**src/rtl/ccr_pkg.sv**
```systemverilog
package ccr_pkg;
  typedef enum logic [2:0] {
    OP_ADD  = 3'd0,
    OP_ADDX = 3'd1,
    OP_SUB  = 3'd2,
    OP_SUBX = 3'd3,
    OP_CMP  = 3'd4,
    OP_NEG  = 3'd5
  } arith_op_e;

  typedef enum logic [2:0] {
    REG_NONE = 3'd0,
    REG_LOAD = 3'd1,
    REG_AND  = 3'd2,
    REG_OR   = 3'd3,
    REG_XOR  = 3'd4
  } reg_op_e;

  typedef struct packed {
    logic h;
    logic n;
    logic z;
    logic v;
    logic c;
  } flags_t;

  localparam int BIT_I  = 7;
  localparam int BIT_UI = 6;
  localparam int BIT_H  = 5;
  localparam int BIT_U  = 4;
  localparam int BIT_N  = 3;
  localparam int BIT_Z  = 2;
  localparam int BIT_V  = 1;
  localparam int BIT_C  = 0;
  localparam logic [7:0] CCR_RESET = 8'h80;
endpackage

```
**src/rtl/ccr_arith_slice.sv**
```systemverilog
module ccr_arith_slice
  import ccr_pkg::*;
#(
  parameter int W = 8
) (
  input  logic [W-1:0] x_i,
  input  logic [W-1:0] y_i,
  input  logic         cin_i,
  input  logic         sub_i,
  output logic [W-1:0] r_o,
  output flags_t       fl_o
);
  localparam int HB = W - 4;  // half-carry taken out of bit HB-1

  logic [W:0]  full;
  logic [HB:0] low;

  always_comb begin
    if (sub_i) begin
      full = {1'b0, x_i} - {1'b0, y_i} - {{W{1'b0}}, cin_i};
      low  = {1'b0, x_i[HB-1:0]} - {1'b0, y_i[HB-1:0]} - {{HB{1'b0}}, cin_i};
    end else begin
      full = {1'b0, x_i} + {1'b0, y_i} + {{W{1'b0}}, cin_i};
      low  = {1'b0, x_i[HB-1:0]} + {1'b0, y_i[HB-1:0]} + {{HB{1'b0}}, cin_i};
    end
  end

  assign r_o  = full[W-1:0];
  assign fl_o.h = low[HB];
  assign fl_o.c = full[W];
  assign fl_o.n = full[W-1];
  assign fl_o.z = (full[W-1:0] == '0);
  assign fl_o.v = sub_i ? ((x_i[W-1] ^ y_i[W-1]) & (full[W-1] ^ x_i[W-1]))
                        : (~(x_i[W-1] ^ y_i[W-1]) & (full[W-1] ^ x_i[W-1]));
endmodule

```
**src/rtl/ccr_reg.sv**
```systemverilog
module ccr_reg
  import ccr_pkg::*;
(
  input  logic       clk_i,
  input  logic       rst_ni,
  input  logic       arith_upd_i,
  input  flags_t     arith_fl_i,
  input  logic [2:0] reg_op_i,
  input  logic [7:0] imm_i,
  input  logic       exc_entry_i,
  output logic [7:0] ccr_o
);
  logic [7:0] ccr_q, ccr_d;
  reg_op_e    rop;

  assign rop = reg_op_e'(reg_op_i);

  always_comb begin
    ccr_d = ccr_q;
    unique case (rop)
      REG_LOAD: ccr_d = imm_i;
      REG_AND:  ccr_d = ccr_q & imm_i;
      REG_OR:   ccr_d = ccr_q | imm_i;
      REG_XOR:  ccr_d = ccr_q ^ imm_i;
      default: begin
        if (arith_upd_i) begin
          ccr_d[BIT_H] = arith_fl_i.h;
          ccr_d[BIT_N] = arith_fl_i.n;
          ccr_d[BIT_Z] = arith_fl_i.z;
          ccr_d[BIT_V] = arith_fl_i.v;
          ccr_d[BIT_C] = arith_fl_i.c;
        end
      end
    endcase
    if (exc_entry_i) ccr_d[BIT_I] = 1'b1;
  end

  always_ff @(posedge clk_i or negedge rst_ni) begin
    if (!rst_ni) ccr_q <= CCR_RESET;
    else         ccr_q <= ccr_d;
  end

  assign ccr_o = ccr_q;

  assert_exc_sets_mask_R5: assert property (@(posedge clk_i) disable iff (!rst_ni)
    exc_entry_i |=> ccr_q[BIT_I]);

  assert_load_takes_imm_R3: assert property (@(posedge clk_i) disable iff (!rst_ni)
    (rop == REG_LOAD && !exc_entry_i) |=> ccr_q == $past(imm_i));

  assert_and_combines_R4: assert property (@(posedge clk_i) disable iff (!rst_ni)
    (rop == REG_AND && !exc_entry_i) |=> ccr_q == ($past(ccr_q) & $past(imm_i)));

  assert_user_bits_kept_R12: assert property (@(posedge clk_i) disable iff (!rst_ni)
    (rop == REG_NONE) |=> ($stable(ccr_q[BIT_UI]) && $stable(ccr_q[BIT_U])));

  assert_idle_holds_R12: assert property (@(posedge clk_i) disable iff (!rst_ni)
    (rop == REG_NONE && !arith_upd_i && !exc_entry_i) |=> $stable(ccr_q));
endmodule

```
**src/rtl/alu_ccr.sv**
```systemverilog
module alu_ccr
  import ccr_pkg::*;
#(
  parameter int BASE_W    = 8,
  parameter int NUM_SIZES = 3
) (
  input  logic                                   clk_i,
  input  logic                                   rst_ni,
  input  logic                                   arith_valid_i,
  input  logic [2:0]                             arith_op_i,
  input  logic [1:0]                             size_i,
  input  logic [(BASE_W<<(NUM_SIZES-1))-1:0]     src_a_i,
  input  logic [(BASE_W<<(NUM_SIZES-1))-1:0]     src_b_i,
  output logic [(BASE_W<<(NUM_SIZES-1))-1:0]     result_o,
  output logic                                   result_we_o,
  input  logic [2:0]                             ccr_op_i,
  input  logic [7:0]                             ccr_imm_i,
  input  logic                                   exc_entry_i,
  output logic [7:0]                             ccr_o,
  output logic                                   irq_mask_o
);
  localparam int DATA_W = BASE_W << (NUM_SIZES - 1);

  arith_op_e         op;
  logic              is_sub, is_neg, use_ext, op_legal;
  logic [DATA_W-1:0] x_op, y_op;
  logic              cur_c;
  int unsigned       sel;

  logic [DATA_W-1:0] res_all [NUM_SIZES];
  flags_t            fl_all  [NUM_SIZES];
  flags_t            fl_sel;
  logic [7:0]        ccr_val;

  assign op       = arith_op_e'(arith_op_i);
  assign is_neg   = (op == OP_NEG);
  assign is_sub   = (op == OP_SUB) || (op == OP_SUBX) || (op == OP_CMP) || is_neg;
  assign use_ext  = (op == OP_ADDX) || (op == OP_SUBX);
  assign op_legal = (arith_op_i <= 3'd5);
  assign x_op     = is_neg ? '0 : src_a_i;
  assign y_op     = is_neg ? src_a_i : src_b_i;
  assign cur_c    = ccr_val[BIT_C];
  assign sel      = (int'(size_i) >= NUM_SIZES) ? NUM_SIZES - 1 : int'(size_i);

  for (genvar k = 0; k < NUM_SIZES; k++) begin : g_size
    localparam int SW = BASE_W << k;
    logic [SW-1:0] r_k;
    ccr_arith_slice #(.W(SW)) i_slice (
      .x_i  (x_op[SW-1:0]),
      .y_i  (y_op[SW-1:0]),
      .cin_i(use_ext & cur_c),
      .sub_i(is_sub),
      .r_o  (r_k),
      .fl_o (fl_all[k])
    );
    assign res_all[k] = DATA_W'(r_k);
  end

  assign result_o    = res_all[sel];
  assign fl_sel      = fl_all[sel];
  assign result_we_o = arith_valid_i && op_legal && (op != OP_CMP);

  ccr_reg i_ccr_reg (
    .clk_i      (clk_i),
    .rst_ni     (rst_ni),
    .arith_upd_i(arith_valid_i && op_legal),
    .arith_fl_i (fl_sel),
    .reg_op_i   (ccr_op_i),
    .imm_i      (ccr_imm_i),
    .exc_entry_i(exc_entry_i),
    .ccr_o      (ccr_val)
  );

  assign ccr_o      = ccr_val;
  assign irq_mask_o = ccr_val[BIT_I];

  assert_cmp_no_writeback_R11: assert property (@(posedge clk_i) disable iff (!rst_ni)
    (arith_valid_i && op == OP_CMP) |-> !result_we_o);

  assert_zero_matches_result_R8: assert property (@(posedge clk_i) disable iff (!rst_ni)
    (arith_valid_i && op_legal && ccr_op_i == 3'd0) |=> (ccr_o[BIT_Z] == ($past(result_o) == '0)));
endmodule

```
**config.mk**
```make
export PLATFORM = sky130hd
export DESIGN_NAME = alu_ccr
export DESIGN_NICKNAME = d
export VERILOG_FILES = /design/src/rtl/ccr_pkg.sv /design/src/rtl/ccr_arith_slice.sv /design/src/rtl/ccr_reg.sv /design/src/rtl/alu_ccr.sv
export SDC_FILE = /design/constraint.sdc
export NUM_CORES = 1
export LEC_CHECK = 0
export ABC_CLOCK_PERIOD_IN_PS = 7850
export BUFFER_PORTS_ARGS = -buffer_cell sky130_fd_sc_hd__clkbuf_2
export CORE_MARGIN = 2
export CORE_UTILIZATION = 40
export DETAILED_ROUTE_END_ITERATION = 10
export PLACE_DENSITY_LB_ADDON = 0.2
export SYNTH_ARGS = -nofsm -noshare
export SYNTH_HDL_FRONTEND = slang
export SYNTH_SLANG_ARGS = --single-unit
export TNS_END_PERCENT = 100
```
**constraint.sdc**
```tcl
create_clock -name clk_i -period 7.85 [get_ports clk_i]
set_input_delay 0 -clock clk_i [delete_from_list [all_inputs] [get_ports clk_i]]
set_output_delay 0 -clock clk_i [all_outputs]
set_load 0.03 [all_outputs]
```
==> out/summary.txt, run 1 <==
outcome: finished clean
vias in the first global route: 7065
Filler Cell Count: 1852
FFs w/ async S/R, synth: 100%
worst reg-to-reg path cell count: 16
Total Routing Usage GR: 23.2%
HP Class: primary input to flop
Slew Limit Fails: 0
Final period util: 58.7%
Chip Height: 137 µm
Hold Path Depth: 3
Final Setup Violations: 0
max reg flops: 8
largest net degree at the start of global routing: 84
most used routing layer: met2
WP data required: 8000 ps
critical path class: primary input to flop
Routed wire per std cell: 16.4 µm
drc violations: 0
CTS Root Cell: clkbuf_16
Synth cell types: 79
clk_lat worst skew: 240 ps
Post-Syn Area: 7080 µm²
HP Start: ccr_op_i[1]
Seq/Total Area, Yosys: 2.85%
Synth top area share: 19.1%
FF-to-FF Start: i_ccr_reg.ccr_o[0]
H-tree depth: 1
initial antenna violation count: 0
CP Max Fanout: 67
placed wire-length estimate: 18500 µm
pwr dens: 157 nW/µm²
Hold Path Sink: i_ccr_reg.ccr_o[7]
CTS resizes: 0
Ports: 126
Total Routed Length: 22400 µm
total of max-cap violations: 0
final non-filler cell total: 1363
Tmin final: 4610 ps
crit start category: primary input
nets: 1335
Post-synth EDFFs: 0
Rel. slew slack: 44.8%
Starting Density: 40.9%
Die W: 137 µm
count leader, synth: inv_1
Placed Cells: 1357
RSZ-0062 raised after global routing: no
number of register bits inferred by synthesis: 8
Overflow after GRT: 0
worst reg2reg endpoint: i_ccr_reg.ccr_o[2]
site row count: 48
first-pass GRT wire length: 35500 µm
Port Buffers: 125
TritonCTS buffer count: 3
met1 usage: 34.1%
CTS tree: done
via count: 7762
area occupied by multi-input gates: 6220 µm²
total area of sequential cells: 201 µm²
Reg clk slew, reported paths: 40 ps
worst reg2reg setup slack: 3640 ps
Synth-to-Final Area Change: 12.0%
peak supply drop: 102 µV
Post-DRT Antenna Nets: 0
leading cell types by count after synthesis: inv_1, ha_1, nand2_1
Clock Path Buffers: 2
DRT Pass-1 Iters: 5
largest cells by area after synthesis: ha_1, inv_1, mux2_2
GRT met3 Usage: 1.07%
GR Util met2: 37.6%
DR vias/cell: 5.69
leakage power: 3.82 nW
CTS Sinks: 8
DRT iter0 DRCs: 656
top_reg_cell synth: dfrtp_1
core area: 17300 µm²
Yosys warnings: 0
layout cells sized above 1: 17.1%
setup TNS: 0 ps
ANT cells: 0
synthesized area per cell: 6.73 µm²
crit path DAT: 4760 ps
RePlAce Congestion: 0.957
Yosys top cell by area: ha_1
Fin. Hold Viols: 0
Die ar.: 18800 µm²
f_max: 217 MHz
Worst Skew: 3.48 ps
synthesized net count: 1247
gate count of the mapped netlist: 1051
CP Capture Type: flop
Slew @ Worst Pin: 829 ps
per-stage QoR:
step / total power (W) / setup WS (ps) / instance area (µm²) / hold slack (ps) / utilization (%)
2_1_floorplan: 0.000862 / 3550 / 7080 / -296 / -
3_3_place_gp: 0.00113 / 3140 / 7820 / -129 / 45.2
3_5_place_dp: 0.00113 / 3070 / 7820 / -132 / 45.2
4_1_cts: 0.00123 / 3300 / 7920 / 139 / 45.8
5_1_grt: 0.00135 / 2800 / 7920 / 175 / 45.8
6_report: 0.00124 / 3240 / 7920 / 148 / 45.8
layout by cell type, fill, tap and decap left out, drive strengths merged, types with 7 or more instances in the layout:
master,instances
a211o,7
a211oi,22
a21o,10
a21oi,75
a31oi,13
and2,16
and3,12
clkbuf,129
dfrtp,7
ha,108
inv,126
mux2,39
mux2i,11
nand2,107
nand2b,20
nand3,24
nand4,18
nor2,87
nor2b,18
nor3,28
nor4,10
o211ai,14
o21a,8
o21ai,57
o22ai,8
o31ai,12
xnor2,38
xor2,7
worst max-delay path, stage by stage:
cell and delay, ps:
clkbuf_2 100, nand3b_1 110, buf_4 550, mux2_2 430, ha_1 420, inv_1 150, ha_1 420, a21o_1 210
a31oi_1 210, o221ai_1 170, a211oi_2 420, mux2i_1 220, a211oi_1 450, o211ai_1 160, nor4_1 280, nand4_1 150
o31ai_2 220
per-layer routing:
metal  routed length, µm  vias to the layer above  share of wire [%]
met1               10900                     3536                 49
met2                9790                      255                 44
met3                1330                       25                5.9
met5                   0                        -                  0
li1                    -                     3946                  -
met4                 360                        0                1.6
power by group:
group	internal, W	leakage [nW]	switching (W)
clock network	0.0000679	0.0382	0.0000227
registers	0.0000506	0.0917	0.0000117
logic	0.000392	3.70	0.000696
total	0.000511	3.82	0.000730
how the worst max path moves through the flow:
stage                  startpoint                  to  cells past startpoint  slack [ps]
floorplan           arith_op_i[1]        result_o[31]                     17        3550
global placement    arith_op_i[1]  i_ccr_reg.ccr_o[2]                     17        3140
detailed placement  arith_op_i[1]  i_ccr_reg.ccr_o[2]                     17        3070
CTS                 arith_op_i[1]        result_o[23]                     15        3300
global route        arith_op_i[1]  i_ccr_reg.ccr_o[2]                     17        2800
finish              arith_op_i[1]  i_ccr_reg.ccr_o[2]                     17        3240
layout make-up:
class	count	share of cell area, %
multi-input combinational	870	78.5
sequential	8	2.54
timing repair buffer	130	8.43
clock buffer	4	0.995
tap	225	3.55
inverter	126	5.97
timing repair:
| action | CTS | global route |
|---|---|---|
| hold buffers | 2 | 0 |
| endpoints found under the hold margin | 9 | 0 |
| buffers inserted | 0 | 0 |
logic make-up (layout without fill, tap and decap cells):
logic type               after synthesis  after routing  synth area share (%)
AND/OR/NAND/NOR                      370            370                  25.7
AO/OA/AOI/OAI                        292            292                  28.3
buffers and inverters                173            260                  9.28
adder cells (fa/ha/maj)              112            112                  20.2
multiplexers                          51             51                  8.13
XOR/XNOR                              45             45                  5.57
flip-flops                             8              8                  2.85
No activity file was read; power rests on OpenSTA's default activity.
==> inputs of run 2 (changes only) <==
--- a/config.mk
+++ b/config.mk
@@ -5,7 +5,7 @@
 export SDC_FILE = /design/constraint.sdc
 export NUM_CORES = 1
 export LEC_CHECK = 0
-export ABC_CLOCK_PERIOD_IN_PS = 7850
+export ABC_CLOCK_PERIOD_IN_PS = 4140
 export BUFFER_PORTS_ARGS = -buffer_cell sky130_fd_sc_hd__clkbuf_2
 export CORE_MARGIN = 2
 export CORE_UTILIZATION = 40
==> constraint.sdc (replaced) <==
create_clock -name clk_i -period 4.14 [get_ports clk_i]
set_input_delay 0 -clock clk_i [delete_from_list [all_inputs] [get_ports clk_i]]
set_output_delay 0 -clock clk_i [all_outputs]
set_load 0.03 [all_outputs]
==> run 2 against run 1 <==
Core utilization grew 4.4 points. Via count grew 5.3%. Die area did not move. Clock power is 87% higher. Combinational power grew 110%. Non-clock buffer count rose by 85. First-iteration DRC count shrank 6.3%. Critical path depth is 1 higher. Clock skew up 1.4 ps. Worst hold slack gained 15 ps.
==> out/summary.txt, run 2 (synthesis gave the netlist of run 1 again) <==
outcome: finished clean (unchanged)
CP delay by family, top: compound AO/OA/AOI/OAI gates (unchanged)
worst reg2reg setup slack: 200 ps (was 3640 ps)
CTS Root Cell: clkbuf_16 (unchanged)
via count: 8175 (was 7762)
DRT Pass-1 Iters: 5 (unchanged)
Synth-to-Final Area Change: 22.6% (was 12.0%)
max reg flops: 8 (unchanged)
DR vias/cell: 5.65 (was 5.69)
Worst path slowest cell: mux2_2 (was buf_4)
WP buf/inv: 6 (was 3)
Clock Path Buffers: 2 (unchanged)
Routed wire per std cell: 16.3 µm (was 16.4 µm)
Fin. Hold Viols: 0 (unchanged)
Overflow after GRT: 0 (unchanged)
RePlAce Congestion: 0.966 (was 0.957)
largest net degree at the start of global routing: 46 (was 84)
most frequent cells in the layout: inv_1, clkbuf_2, nand2_1 (was inv_1, clkbuf_2, nand2_1, ha_1, nor2_1)
CTS tree: done (unchanged)
Starting Density: 40.9% (unchanged)
crit path DAT: 3990 ps (was 4760 ps)
vias in the first global route: 7466 (was 7065)
# Post-CTS Setup Buffers: 0 (unchanged)
final hold slack: 163 ps (was 148 ps)
peak supply drop: 157 µV (was 102 µV)
Total Routed Length: 23600 µm (was 22400 µm)
Total Routing Usage GR: 24.6% (was 23.2%)
core area: 17300 µm² (unchanged)
nets: 1420 (was 1335)
Final period util: 96.5%
RSZ-0062 raised after global routing: yes (was no)
Die W: 137 µm (unchanged)
Filler Cell Count: 1827 (was 1852)
clk_lat worst skew: 230 ps (was 240 ps)
placed wire-length estimate: 19900 µm (was 18500 µm)
critical path class: primary input to output port (was primary input to flop)
CP Cell Sequence: clkbuf_2 -> nand3b_1 -> buf_12 -> mux2_2 -> ha_1 -> inv_1 -> ha_1 -> a21o_1 -> a31oi_1 -> o221ai_1 -> a211oi_2 -> buf_4 -> a31oi_1 -> a31oi_2 -> mux2_2 -> buf_4 -> nor3_2 -> clkbuf_2 (was clkbuf_2 -> nand3b_1 -> buf_4 -> mux2_2 -> ha_1 -> inv_1 -> ha_1 -> a21o_1 -> a31oi_1 -> o221ai_1 -> a211oi_2 -> mux2i_1 -> a211oi_1 -> o211ai_1 -> nor4_1 -> nand4_1 -> o31ai_2)
Slew Limit Fails: 0 (unchanged)
Chip Height: 137 µm (unchanged)
CP Max Fanout: 22 (was 67)
HP Class: primary input to async pin (was primary input to flop)
Port Buffers: 125 (unchanged)
Slew @ Worst Pin: 766 ps (was 829 ps)
total of max-cap violations: 0 (unchanged)
initial antenna violation count: 0 (unchanged)
crit start category: primary input (unchanged)
CTS Sinks: 8 (unchanged)
TritonCTS buffer count: 3 (unchanged)
drc violations: 0 (unchanged)
first-pass GRT wire length: 37500 µm (was 35500 µm)
Final Setup Violations: 0 (unchanged)
Post-DRT Antenna Nets: 0 (unchanged)
Reg clk slew, reported paths: 40 ps (about the same)
post-route setup slack: 145 ps (was 3240 ps)
site row count: 48 (unchanged)
leakage power: 4.25 nW (was 3.82 nW)
Ports: 126 (unchanged)
Tmin final: 3990 ps
H-tree depth: 1 (unchanged)
crit-path max cell delay: 370 ps (was 550 ps)
f_max: 250 MHz
pwr dens: 300 nW/µm² (was 157 nW/µm²)
Rel. slew slack: 47.6% (was 44.8%)
DRT iter0 DRCs: 615 (was 656)
WP data required: 4140 ps (was 8000 ps)
layout cells sized above 1: 24.0% (was 17.1%)
Tot Pwr: 0.00260 W (was 0.00124 W)
worst slack at placement: 17.4 ps (was 3070 ps)
Die ar.: 18800 µm² (unchanged)
CP Capture Type: output port (was flop)
Worst Skew: 4.86 ps (was 3.48 ps)
ANT cells: 0 (unchanged)
[run 2: final cells by class]
type | instances | area [µm²] | area share, %
multi-input cells | 870 | 6310 | 72.7
repair buffers | 215 | 1330 | 15.3
inverters | 126 | 473 | 5.45
well taps | 225 | 282 | 3.24
flip-flops and latches | 8 | 201 | 2.32
clock buffers | 4 | 78.8 | 0.908
[run 2: what timing repair did]
action | CTS | global route
gates cloned | 0 | 0
endpoints found under the setup margin | 2 | 8
hold buffers | 2 | 0
resized for setup | 2 | 14
endpoints found under the hold margin | 9 | 0
pin swaps | 0 | 1
[run 2: power by group]
| group | switching (W) | internal, W | leakage, nW |
|---|---|---|---|
| Clock | 0.0000405 | 0.000129 | 0.0382 |
| Combinational | 0.00140 | 0.000917 | 4.12 |
| Sequential | 0.0000190 | 0.0000959 | 0.0917 |
[run 2: through the flow]
stage / instance area (µm²) / utilization [%] / TNS [ps] / std cells
3_5_place_dp: 8490 / 49.1 / 0 / 1442
2_1_floorplan: 7080 / - / 0 / 1051
5_1_grt: 8680 / 50.2 / -61.3 / 1448
4_1_cts: 8600 / 49.7 / 0 / 1448
6_report: 8680 / 50.2 / 0 / 1448
3_3_place_gp: 8490 / 49.1 / 0 / 1442
[run 2: metal layers]
metal,up-vias,share of wire [%],global-route usage (%)
li1,4108,-,-
met1,3741,48,36.0
met2,302,44,40.1
met3,24,6.4,1.52
met4,0,1.7,3.95
met5,-,0,0
[run 2: worst paths after layout]
check                                    from            endpoint  cells after the start
setup / recovery                arith_op_i[1]        result_o[31]                     18
hold / removal                         rst_ni  i_ccr_reg.ccr_o[1]                      2
setup reg to reg           i_ccr_reg.ccr_o[0]  i_ccr_reg.ccr_o[2]                     14
hold reg to reg            i_ccr_reg.ccr_o[3]  i_ccr_reg.ccr_o[3]                      2
max in group asynchronous              rst_ni  i_ccr_reg.ccr_o[7]                      2
min in group clk_i                ccr_op_i[1]  i_ccr_reg.ccr_o[7]                      3
==> inputs of run 3 (changes only) <==
--- a/config.mk
+++ b/config.mk
@@ -8,9 +8,10 @@
 export ABC_CLOCK_PERIOD_IN_PS = 4140
 export BUFFER_PORTS_ARGS = -buffer_cell sky130_fd_sc_hd__clkbuf_2
 export CORE_MARGIN = 2
-export CORE_UTILIZATION = 40
+export CORE_UTILIZATION = 54
 export DETAILED_ROUTE_END_ITERATION = 10
 export PLACE_DENSITY_LB_ADDON = 0.2
+export SETUP_SLACK_MARGIN = 0.4
 export SYNTH_ARGS = -nofsm -noshare
 export SYNTH_HDL_FRONTEND = slang
 export SYNTH_SLANG_ARGS = --single-unit
==> run 3 against run 2 <==
First-iteration DRC count is 86% higher. Largest cell class unchanged. Worst hold slack better by 1.8 ps. Sequential share of layout area down 0.28 points. Core utilization rose by 27 points. Non-clock buffer count grew 42. Highest routed layer unchanged.
==> out/summary.txt, run 3 (synthesis gave the netlist of run 1 again) <==
Routed wire per std cell: 18.8 µm (was 16.3 µm)
RSZ-0062 raised after global routing: yes (unchanged)
total of max-cap violations: 0 (unchanged)
Die ar.: 14000 µm² (was 18800 µm²)
via count: 9212 (was 8175)
final hold slack: 165 ps (was 163 ps)
DR vias/cell: 6.41 (was 5.65)
DRT iter0 DRCs: 1145 (was 615)
Fin. Hold Viols: 0 (unchanged)
CTS tree: done (unchanged)
Overflow after GRT: 0 (unchanged)
worst reg-to-reg path cell count: 15 (was 14)
Post-DRT Antenna Nets: 0 (unchanged)
drc violations: 0 (unchanged)
Design Area, Final: 9860 µm² (was 8680 µm²)
crit start category: primary input (unchanged)
RePlAce Congestion: 1.04 (was 0.966)
first-pass GRT wire length: 38800 µm (was 37500 µm)
Tot Pwr: 0.00306 W (was 0.00260 W)
most frequent CP cell: buf_6
Ports: 126 (unchanged)
Final Setup Violations: 0 (unchanged)
Final period util: 92.7% (was 96.5%)
Worst Skew: 5.46 ps (was 4.86 ps)
worst reg2reg endpoint: i_ccr_reg.ccr_o[2] (unchanged)
DRT Pass-1 Iters: 6 (was 5)
worst reg2reg setup slack: 350 ps (was 200 ps)
CP Max Fanout: 9 (was 22)
CP Cell Sequence: buf_6 -> nand3b_1 -> buf_6 -> bufbuf_16 -> buf_8 -> mux2_4 -> ha_1 -> nand2b_4 -> a2111o_1 -> a21oi_2 -> o32a_1 -> a41oi_2 -> buf_4 -> xnor2_1 -> o211ai_1 -> and2_1 -> clkbuf_2 (was clkbuf_2 -> nand3b_1 -> buf_12 -> mux2_2 -> ha_1 -> inv_1 -> ha_1 -> a21o_1 -> a31oi_1 -> o221ai_1 -> a211oi_2 -> buf_4 -> a31oi_1 -> a31oi_2 -> mux2_2 -> buf_4 -> nor3_2 -> clkbuf_2)
CP Capture Type: output port (unchanged)
Reg clk slew, reported paths: 40 ps (about the same)
peak supply drop: 178 µV (was 157 µV)
Tmin final: 3840 ps (was 3990 ps)
ANT cells: 0 (unchanged)
Critical Path End: result_o[19] (was result_o[31])
Rel. slew slack: 42.4% (was 47.6%)
Total Routing Usage GR: 33.0% (was 24.6%)
Total Routed Length: 27000 µm (was 23600 µm)
Worst path slowest cell: o211ai_1 (was mux2_2)
CP delay by family, top: compound AO/OA/AOI/OAI gates (unchanged)
clk_lat worst skew: 240 ps (was 230 ps)
crit path DAT: 3840 ps (was 3990 ps)
area occupied by multi-input gates: 7080 µm² (was 6310 µm²)
Die W: 118 µm (was 137 µm)
layout cells sized above 1: 33.8% (was 24.0%)
f_max: 261 MHz (was 250 MHz)
critical path class: primary input to output port (unchanged)
FF-to-FF Start: i_ccr_reg.ccr_o[0] (unchanged)
TritonCTS buffer count: 3 (unchanged)
pwr dens: 310 nW/µm² (was 300 nW/µm²)
Slew Limit Fails: 0 (unchanged)
Slew @ Worst Pin: 860 ps (was 766 ps)
WP buf/inv: 6 (unchanged)
largest net degree at the start of global routing: 43 (was 46)
core area: 12700 µm² (was 17300 µm²)
Synth-to-Final Area Change: 39.4% (was 22.6%)
max reg flops: 8 (unchanged)
post-route setup slack: 302 ps (was 145 ps)
Chip Height: 118 µm (was 137 µm)
WP data required: 4140 ps (about the same)
Port Buffers: 125 (unchanged)
initial antenna violation count: 0 (unchanged)
nets: 1462 (was 1420)
CTS Sinks: 8 (unchanged)
Filler Cell Count: 953 (was 1827)
outcome: finished clean (unchanged)
most frequent cells in the layout: clkbuf_2, buf_4, inv_1 (was inv_1, clkbuf_2, nand2_1)
Placed Area: 8490 µm² (about the same)
HP Class: primary input to async pin (unchanged)
leakage power: 4.63 nW (was 4.25 nW)
H-tree depth: 1 (unchanged)
Starting Density: 55.6% (was 40.9%)
worst slack at placement: 12.1 ps (was 17.4 ps)
setup TNS: 0 ps (unchanged)
placed wire-length estimate: 19000 µm (was 19900 µm)
CTS Root Cell: clkbuf_16 (unchanged)
total area of sequential cells: 201 µm² (unchanged)
Clock Path Buffers: 2 (unchanged)
site row count: 41 (was 48)
vias in the first global route: 7956 (was 7466)
Critical Path Source: arith_op_i[1] (unchanged)
cell depth of the worst setup path: 17 (was 18)
crit-path max cell delay: 500 ps (was 370 ps)
run 3: cell types whose count changed in the layout (fill, tap and decap cells not counted), sizes merged:
cell    previous run  this run
buf               88       131
clkbuf           129       127
bufbuf             0         1
run 3: metal layers:
metal / part of all wire, % / GRT usage (%) / wire length [µm] / vias to the layer above
met5: 0 / 0 / 0 / -
met1: 39 / 45.1 / 10600 / 4215
li1: - / - / - / 4202
met4: 4.9 / 11.8 / 1330 / 0
met2: 45 / 53.3 / 12100 / 650
met3: 11 / 4.01 / 2890 / 145
run 3: per-stage QoR:
step | instances | utilization, %
after floorplan | 1051 | -
after global placement | 1388 | 66.7
after detailed placement | 1388 | 66.7
after CTS | 1410 | 71.2
after global routing | 1437 | 77.5
final | 1437 | 77.5
run 3: worst min-delay path by stage:
stage,endpoint,slack [ps],from,cells after the start
5_1_grt,i_ccr_reg.ccr_o[7],190,ccr_op_i[1],3
3_3_place_gp,i_ccr_reg.ccr_o[6],-140,rst_ni,1
4_1_cts,i_ccr_reg.ccr_o[1],160,rst_ni,2
2_1_floorplan,i_ccr_reg.ccr_o[0],-300,rst_ni,0
6_report,i_ccr_reg.ccr_o[5],170,rst_ni,2
3_5_place_dp,i_ccr_reg.ccr_o[6],-140,rst_ni,1
run 3: final cells by class:
cell class | instances | share of cell area [%]
Sequential cell | 8 | 2.04
Clock buffer | 4 | 0.799
Inverter | 126 | 4.82
Timing Repair Buffer | 257 | 18.3
Multi-Input combinational cell | 870 | 71.8
Tap cell | 172 | 2.18
run 3: power breakdown:
group | leakage [nW] | switching [W] | internal (W)
Sequential | 0.0917 | 0.0000182 | 0.0000959
Clock | 0.0382 | 0.0000449 | 0.000129
Combinational | 4.50 | 0.00163 | 0.00114
Total | 4.63 | 0.00169 | 0.00137
run 3: what timing repair did:
item,CTS,global route
hold endpoints to repair,9,0
pin swaps,15,43
endpoints found under the setup margin,12,19
buffers inserted,14,26
gates resized for setup,54,117
hold buffers,2,0
gates cloned,2,1
run 3: worst register-to-register path, cell delays in order (launching register included):
cell      delay (ps)
dfrtp_1          330
nand2_1           50
or2_4            240
buf_6            120
fa_2             410
nand2b_4         170
a2111o_1         430
a21oi_2          180
o32a_1           260
a41oi_2          170
buf_4            180
xnor2_1          170
o211ai_1         270
nor4_4           340
nand4_1          160
o31ai_2          230
